==> config.mk <==
export PLATFORM = sky130hd
export DESIGN_NAME = dsp_agu
export DESIGN_NICKNAME = d
export VERILOG_FILES = /design/src/rtl/agu_pkg.sv /design/src/rtl/agu_regs.sv /design/src/rtl/agu_step.sv /design/src/rtl/agu_bitrev.sv /design/src/rtl/dsp_agu.sv
export SDC_FILE = /design/constraint.sdc
export NUM_CORES = 1
export LEC_CHECK = 0
export BUFFER_PORTS_ARGS = -buffer_cell sky130_fd_sc_hd__buf_2
export CAP_MARGIN = 30
export CORE_MARGIN = 4
export CORE_UTILIZATION = 63
export CTS_CLUSTER_SIZE = 24
export DETAILED_ROUTE_END_ITERATION = 6
export PLACE_DENSITY_LB_ADDON = 0.3
export SETUP_SLACK_MARGIN = 0.2
export SKIP_CTS_REPAIR_TIMING = 1
export SLEW_MARGIN = 20
export SYNTH_ARGS = -nofsm -noshare
export SYNTH_HDL_FRONTEND = slang
export SYNTH_SLANG_ARGS = --single-unit
export TNS_END_PERCENT = 30
==> constraint.sdc <==
create_clock -name clk_i -period 8.4 [get_ports clk_i]
set_clock_uncertainty 0.15 [all_clocks]
set_input_delay 2.52 -clock clk_i [delete_from_list [all_inputs] [get_ports clk_i]]
set_output_delay 2.52 -clock clk_i [all_outputs]
set_load 0.005 [all_outputs]
==> src/rtl/agu_pkg.sv <==
package agu_pkg;
  typedef enum logic [1:0] {
    MODE_LIN  = 2'b00,
    MODE_CIRC = 2'b01,
    MODE_BREV = 2'b10,
    MODE_HOLD = 2'b11
  } agu_mode_e;

  typedef enum logic [2:0] {
    LD_PTR   = 3'd0,
    LD_LO    = 3'd1,
    LD_HI    = 3'd2,
    LD_STEP  = 3'd3,
    LD_FFT   = 3'd4
  } agu_ld_e;
endpackage

==> src/rtl/agu_regs.sv <==
module agu_regs #(
  parameter int unsigned AW       = 16,
  parameter int unsigned SW       = 8,
  parameter int unsigned MIN_LOG2 = 2,
  parameter int unsigned MAX_LOG2 = 10,
  localparam int unsigned LW      = $clog2(MAX_LOG2 + 1)
) (
  input  logic          clk_i,
  input  logic          rst_ni,
  input  logic          ld_en_i,
  input  logic [2:0]    ld_sel_i,
  input  logic [AW-1:0] ld_data_i,
  output logic [AW-1:0] lo_o,
  output logic [AW-1:0] hi_o,
  output logic [SW-1:0] step_o,
  output logic [LW-1:0] fft_n_o
);
  import agu_pkg::*;

  logic [LW-1:0] n_raw, n_clamped;

  always_comb begin
    n_raw = ld_data_i[LW-1:0];
    if (n_raw < LW'(MIN_LOG2))      n_clamped = LW'(MIN_LOG2);
    else if (n_raw > LW'(MAX_LOG2)) n_clamped = LW'(MAX_LOG2);
    else                            n_clamped = n_raw;
  end

  always_ff @(posedge clk_i or negedge rst_ni) begin
    if (!rst_ni) begin
      lo_o    <= '0;
      hi_o    <= '1;
      step_o  <= SW'(1);
      fft_n_o <= LW'(MIN_LOG2);
    end else if (ld_en_i) begin
      case (ld_sel_i)
        LD_LO:   lo_o    <= ld_data_i;
        LD_HI:   hi_o    <= ld_data_i;
        LD_STEP: step_o  <= ld_data_i[SW-1:0];
        LD_FFT:  fft_n_o <= n_clamped;
        default: ;
      endcase
    end
  end
endmodule

==> src/rtl/agu_step.sv <==
module agu_step #(
  parameter int unsigned AW = 16,
  parameter int unsigned SW = 8
) (
  input  logic          circ_i,
  input  logic [AW-1:0] ptr_i,
  input  logic [SW-1:0] step_i,
  input  logic [AW-1:0] lo_i,
  input  logic [AW-1:0] hi_i,
  output logic [AW-1:0] ptr_nxt_o
);
  logic signed [AW+1:0] sum, lo_s, hi_s;
  logic                 bounds_ok, neg, pos;

  always_comb begin
    sum       = $signed({2'b00, ptr_i}) + $signed({{(AW+2-SW){step_i[SW-1]}}, step_i});
    lo_s      = $signed({2'b00, lo_i});
    hi_s      = $signed({2'b00, hi_i});
    bounds_ok = circ_i && (lo_i <= hi_i);
    neg       = step_i[SW-1];
    pos       = !neg && (step_i != '0);
    if (bounds_ok && pos && (sum > hi_s))      ptr_nxt_o = lo_i;
    else if (bounds_ok && neg && (sum < lo_s)) ptr_nxt_o = hi_i;
    else                                       ptr_nxt_o = sum[AW-1:0];
  end
endmodule

==> src/rtl/agu_bitrev.sv <==
module agu_bitrev #(
  parameter int unsigned MAX_LOG2 = 10,
  localparam int unsigned LW      = $clog2(MAX_LOG2 + 1),
  localparam int unsigned IW      = $clog2(MAX_LOG2)
) (
  input  logic [MAX_LOG2-1:0] idx_i,
  input  logic [LW-1:0]       n_i,
  output logic [MAX_LOG2-1:0] rev_o,
  output logic [MAX_LOG2-1:0] mask_o
);
  logic [MAX_LOG2:0] full;

  always_comb begin
    full   = ((MAX_LOG2+1)'(1) << n_i) - (MAX_LOG2+1)'(1);
    mask_o = full[MAX_LOG2-1:0];
  end

  for (genvar g = 0; g < MAX_LOG2; g++) begin : g_rev
    int j;
    always_comb begin
      j = int'(n_i) - 1 - g;
      rev_o[g] = (j >= 0) ? idx_i[j[IW-1:0]] : 1'b0;
    end
  end
endmodule

==> src/rtl/dsp_agu.sv <==
module dsp_agu #(
  parameter int unsigned AW       = 16,
  parameter int unsigned SW       = 8,
  parameter int unsigned MIN_LOG2 = 2,
  parameter int unsigned MAX_LOG2 = 10
) (
  input  logic          clk_i,
  input  logic          rst_ni,
  input  logic          ld_en_i,
  input  logic [2:0]    ld_sel_i,
  input  logic [15:0]   ld_data_i,
  input  logic [1:0]    mode_i,
  input  logic          step_i,
  output logic [15:0]   addr_o
);
  import agu_pkg::*;
  localparam int unsigned LW = $clog2(MAX_LOG2 + 1);

  logic [AW-1:0]       ptr_q, ptr_nxt, lo_q, hi_q;
  logic [SW-1:0]       step_q;
  logic [LW-1:0]       fft_n_q;
  logic [MAX_LOG2-1:0] idx_q, rev, mask;
  logic                ld_ptr, ld_fft, mv_ptr, mv_idx;

  agu_regs #(.AW(AW), .SW(SW), .MIN_LOG2(MIN_LOG2), .MAX_LOG2(MAX_LOG2)) u_regs (
    .clk_i, .rst_ni, .ld_en_i, .ld_sel_i, .ld_data_i,
    .lo_o(lo_q), .hi_o(hi_q), .step_o(step_q), .fft_n_o(fft_n_q)
  );

  agu_step #(.AW(AW), .SW(SW)) u_step (
    .circ_i(mode_i == MODE_CIRC), .ptr_i(ptr_q), .step_i(step_q),
    .lo_i(lo_q), .hi_i(hi_q), .ptr_nxt_o(ptr_nxt)
  );

  agu_bitrev #(.MAX_LOG2(MAX_LOG2)) u_rev (
    .idx_i(idx_q), .n_i(fft_n_q), .rev_o(rev), .mask_o(mask)
  );

  assign ld_ptr = ld_en_i && (ld_sel_i == LD_PTR);
  assign ld_fft = ld_en_i && (ld_sel_i == LD_FFT);
  assign mv_ptr = step_i && ((mode_i == MODE_LIN) || (mode_i == MODE_CIRC));
  assign mv_idx = step_i && (mode_i == MODE_BREV);

  always_ff @(posedge clk_i or negedge rst_ni) begin
    if (!rst_ni)     ptr_q <= '0;
    else if (ld_ptr) ptr_q <= ld_data_i;
    else if (mv_ptr) ptr_q <= ptr_nxt;
  end

  always_ff @(posedge clk_i or negedge rst_ni) begin
    if (!rst_ni)               idx_q <= '0;
    else if (ld_ptr || ld_fft) idx_q <= '0;
    else if (mv_idx)           idx_q <= (idx_q + MAX_LOG2'(1)) & mask;
  end

  assign addr_o = (mode_i == MODE_BREV) ? lo_q + {{(AW-MAX_LOG2){1'b0}}, rev} : ptr_q;
endmodule

======== Word-level counts from Yosys, hierarchy flattened ========
Index checks and enable logic that the tools add are counted.
word-level totals
  flip-flop bits (word level) ............. 70
  logic and storage cells ................. 114
  input port bits ......................... 25
cells by class
  magnitude comparators ................... 25
  $add $sub $neg .......................... 14
  bitwise gates (word level) .............. 1
  equal/unequal tests ..................... 6
  reductions and logical operators ........ 22
  shift operators ......................... 1
  multiplexer cells ....................... 39
operator list
  kind                                                  number
  >= comparator 32 x 1 -> 1 bit, second input constant  10
  subtractor 32 x 4 -> 32 bit, second input constant    4
  2-to-1 mux 16 bit                                     5
  subtractor 32 x 3 -> 32 bit, second input constant    2
  subtractor 32 x 5 -> 32 bit, second input constant    2
  < comparator 4 x 5 -> 1 bit, second input constant    10
  binary-select mux 1 bit (select 4 bit)                10
  subtractor 32 x 2 -> 32 bit, second input constant    1
  2-to-1 mux 1 bit                                      20
  2-to-1 mux 10 bit                                     2
  adder 17 x 8 -> 18 bit                                1
  greater-than comparator 18 x 17 -> 1 bit              1
  < comparator 18 x 17 -> 1 bit                         1
  adder 16 x 10 -> 16 bit                               1
  less-or-equal comparator 16 bit                       1
  adder 10 x 1 -> 10 bit, second input constant         1
  bitwise AND 10 bit                                    1
  logical AND 1 bit                                     10
  << shifter 1 x 4 -> 10 bit, first input constant      1
  subtractor 10 x 2 -> 10 bit, second input constant    1
  2-to-1 mux 4 bit                                      2
  AND reduction 2 bit                                   4
  nonzero test 8 bit                                    1
  == test 3 x 2 -> 1 bit, second input constant         2
  other kinds (12)                                      14

======== Longest topological paths before layout ========
  word-level depth ........................ 8
  gate-level depth with buffers ........... 21
  depth with buffers taken out ............ 19

======== Cells and area by module ========
From an unflattened synthesis, not the netlist that was laid out.
unflattened totals
  cell total of the unflattened synthesis .. 866
  area total of the unflattened synthesis .. 7546.0 µm²
by module, submodules not included
  module      sequential area each (µm²)  area an instance (µm²)  cells an instance  instances
  agu_step    0.0                         2437.3                  344                1
  dsp_agu     650.6                       2119.5                  263                1
  agu_regs    1123.6                      1839.3                  105                1
  agu_bitrev  0.0                         1149.9                  154                1

======== Least setup slack after synthesis ========
Ideal clock, no wire load.
  kind .................................... reg-to-output
  start point ............................. register u_regs.fft_n_o[0]
  end point ............................... output addr_o[14]
  data required time ...................... 5.730 ns
  cell stages (with the launch flop) ...... 21
  setup slack ............................. 1.254 ns
  buffers on the path ..................... 2
  arrival time ............................ 4.476 ns
  cells stage by stage .................... dfrtp_1 buf_2 clkinv_1 ha_1 xnor2_1 clkbuf_1 ha_1 and2_1 xnor2_1 nand3_1 o21ai_0 and2_1 fa_1 a21o_1 a21oi_1 o21bai_1 a2111o_1 a41oi_1 nor2_1 xnor2_1 o21ai_0
between the ends
  word-level cells in the longest chain between the ends .. 7
  elaborated cells between the ends (all ways) .. 52
RTL lines
  element                                                              line              source
  start: declaration                                                   agu_regs.sv:16    output logic [LW-1:0] fft_n_o
  start signal: assignment                                             agu_regs.sv:34    fft_n_o <= LW'(MIN_LOG2);
  start signal: assignment                                             agu_regs.sv:40    LD_FFT: fft_n_o <= n_clamped;
  subtractor 4 x 1 -> 5 bit (*)                                        agu_bitrev.sv:21  j = int'(n_i) - 1 - g;
  branches (longest 4 deep; another with subtractor 32 x 2 -> 32 bit)  --
  adder 16 x 10 -> 16 bit (*)                                          dsp_agu.sv:56     assign addr_o = (mode_i == MODE_BREV) ? lo_q + {{(AW-MAX_LOG2){1'b0}}, rev} : ptr_q;
  2-to-1 mux 16 bit (*)                                                dsp_agu.sv:56
  end: declaration                                                     dsp_agu.sv:14     output logic [15:0] addr_o
Mark *: on every way between the ends. The select of a mux whose other input is x is not followed.

======== Final worst setup path ========
Same ends and word-level chain as after synthesis.

==> flow_summary.yaml <==
detailed_routing:
  routed-wl-met2_um: 8690
  firstDrtPassIters: 5
  drcViolationCount: 0
  wl_um: 19200
  post_drt_wl_per_cell_um: 19.6
  vias_per_cell: 6.56
  drt_iter0_drc: 670
  top_layer: "met4"
  met3WireLength_um: 1880
  drt.antenna.violating_nets: 0
  wl_met1_um: 8290
  vias: 6423
floorplan:
  initial_utilization: 0.641
  dieArea_um2: 12700
  die_w_um: 113
  rows: 38
  die_height_um: 113
  core_area_um2: 10800
  pin_count: 41
sta:
  holdWs_ns: 0.383
  hold_viol: 0
  worst_pin_slew_ns: 0.937
  fin_crit_sh: 0.931
  finalCriticalPeriod_ns: 7.82
  setup_tns_ns: 0
  rsz0062_at_grt: "no"
  drv_slew: 0
  relSlewSlack: 0.367
  finalSetupViolations: 0
  fmax_ghz: 0.128
  fin_ws_ns: 0.577
layout:
  fill_cells: 883
  final_area_um2: 7460
  nets: 955
  syn2layout_area_growth_pct: 7.79
  drive_gt1_frac: 0.156
  diodes: 0
clocking:
  clk_pin_slew_ns: 0.07
  clock_latency_ns: 0.37
  cts_buffers: 9
  cts_tree: "done"
  cts_buffer_depth: 2
  root_buffer: "clkbuf_8"
  h-tree-depth: 3
  cts_num_sinks: 70
synth:
  yosys_warnings: 0
  synth_edf_count: 0
  synth.top_cell.area_share: 0.188
  yosys.area.top_type: "dfrtp_1"
  syn_inst: 806
  synthTopCellsByArea: "dfrtp_1 (19%), ha_1 (17%), dfstp_2 (6.8%)"
  syn_avg_cell_area_um2: 8.59
  synthArstFlopShare: 1.00
  ys_seq_area_frac: 0.256
  ys_types: 77
  syn_nets: 926
  ys.flop_type: "dfrtp_1"
  syn-cell-area_um2: 6920
  ys_ff_latch: 70
power_and_ir_drop:
  p_leak_uw: 0.00338
  p_per_area_nw_per_um2: 324
  ir_drop_v: 0.000218
critical_path:
  worstPathArrival_ns: 5.15
  ff2ff_path_depth: 14
  r2r_start: "ptr_q[4]"
  critPathCaptureType: "output pin"
  worstSetupStartpointType: "register"
  cp.required_ns: 5.73
  startpoint: "u_regs.fft_n_o[0]"
  worstPathMaxFanout: 12
  r2r_end: "ptr_q[2]"
  reg2reg_setup_slack_ns: 3.05
  criticalPathCategory: "register to output pin"
  crit_end: "addr_o[14]"
placed_design:
  portBuffers: 40
  pre_cts_slack_ns: 0.866
  dp_hpwl_um: 15000
  gp_congestion: 0.956
  place_area_um2: 7220
grt:
  grt.total_usage: 0.306
  grt_pass1_vias: 6155
  grt_overflow: 0
  grt_start_max_net_pins: 71
  grt_antenna_before_repair: 0
  grt_pass1_wl_um: 31400
hold_path:
  min_path_type: "register to register"
run:
  cap_violations: 0
run_status:
  status: "completed"
==> registers in the layout, summed over array words and instances (netlist names) <==
signal	cells
u_regs.fft_n_o	4
idx_q	10
u_regs.hi_o	16
ptr_q	16
u_regs.step_o	8
u_regs.lo_o	16
==> where the power goes <==
group | internal (uW) | total [uW] | switching [uW]
Clock | 143 | 274 | 131
Combinational | 671 | 1580 | 905
Sequential | 437 | 570 | 133
==> per-layer routing <==
metal / global-route usage / vias up
li1: - / 2978
met1: 0.453 / 3096
met2: 0.464 / 310
met3: 0.0567 / 39
met4: 0.0817 / 0
met5: 0 / -
==> cells in the mapped netlist, types with 18 or more instances <==
cell type,n
a22oi_1,19
nor3_1,20
dfrtp_1,52
nand2_1,97
dfstp_2,18
mux2i_1,27
a21oi_1,51
clkbuf_1,25
xnor2_1,23
inv_1,60
o21ai_0,76
nor2_1,35
ha_1,93
==> kinds of logic after synthesis <==
group | Yosys count | synth area share
compound gates | 231 | 0.224
xor+xnor | 36 | 0.0466
fa+ha+maj | 95 | 0.174
buf+inv | 94 | 0.0564
flops | 70 | 0.256
mux | 44 | 0.0748
simple gates | 236 | 0.168
==> worst max-delay path, stage by stage, from the launching register on <==
cell,delay (ns)
dfrtp_1,0.36
clkinv_1,0.28
ha_2,0.60
inv_1,0.17
a211oi_1,0.23
a21oi_1,0.08
mux2i_1,0.20
mux2_2,0.19
nor2_1,0.05
ha_1,0.25
fa_1,0.42
a21o_1,0.20
a21oi_1,0.21
o21bai_1,0.12
a2111o_1,0.46
a41oi_1,0.45
nor2_1,0.12
xnor2_1,0.14
o21ai_0,0.13
buf_2,0.13
==> worst min path at each step <==
stage | endpoint | cells after the start | slack (ns) | from
floorplan | u_regs.step_o[6] | 1 | 0.35 | u_regs.step_o[6]
CTS | u_regs.step_o[6] | 1 | 0.38 | u_regs.step_o[6]
global placement | u_regs.step_o[4] | 1 | 0.37 | u_regs.step_o[4]
detailed placement | u_regs.step_o[6] | 1 | 0.37 | u_regs.step_o[6]
finish | u_regs.step_o[6] | 1 | 0.38 | u_regs.step_o[6]
global route | u_regs.step_o[6] | 1 | 0.42 | u_regs.step_o[6]
==> metrics by stage <==
stage	total power [uW]	std cells	utilization
after floorplan	1680	806	-
after global placement	2030	959	0.666
after detailed placement	2090	962	0.669
after CTS	2380	977	0.686
after global routing	2620	979	0.691
final	2420	979	0.691
==> layout make-up <==
cell class                      instances  area [um2]  share of cell area
Sequential cell                        70        1770               0.238
Timing Repair Buffer                   51         322              0.0431
Tap cell                              140         175              0.0235
Inverter                               61         229              0.0307
Clock buffer                           11         141              0.0190
Multi-Input combinational cell        642        4770               0.640
Clock inverter                          4        47.5             0.00637
==> layout by cell type (no fill, tap or decap), types with 4 or more instances in the layout <==
master,netlist,layout
buf_4,0,6
inv_1,60,60
nor3b_1,4,4
o21a_1,7,7
and3_1,7,7
nor3_1,20,20
mux4_2,5,5
dfstp_2,18,18
o31ai_1,4,4
mux2_2,12,12
nand3_1,12,12
o21ai_0,76,76
a22oi_1,19,19
xor2_1,12,12
nand2_1,97,97
and2_1,11,11
nor2_1,35,33
or3_1,8,8
a21oi_1,51,51
nand4_1,11,11
mux2i_1,27,27
a21o_1,11,11
nand2b_1,5,5
o21bai_1,4,4
ha_1,93,92
o221ai_1,8,8
o211ai_1,4,4
buf_2,3,40
nor2b_1,5,5
xnor2_1,23,22
o221ai_2,10,10
dfrtp_1,52,52
a211oi_1,7,7
clkbuf_8,1,10
No activity file was read; power rests on OpenSTA's default activity.
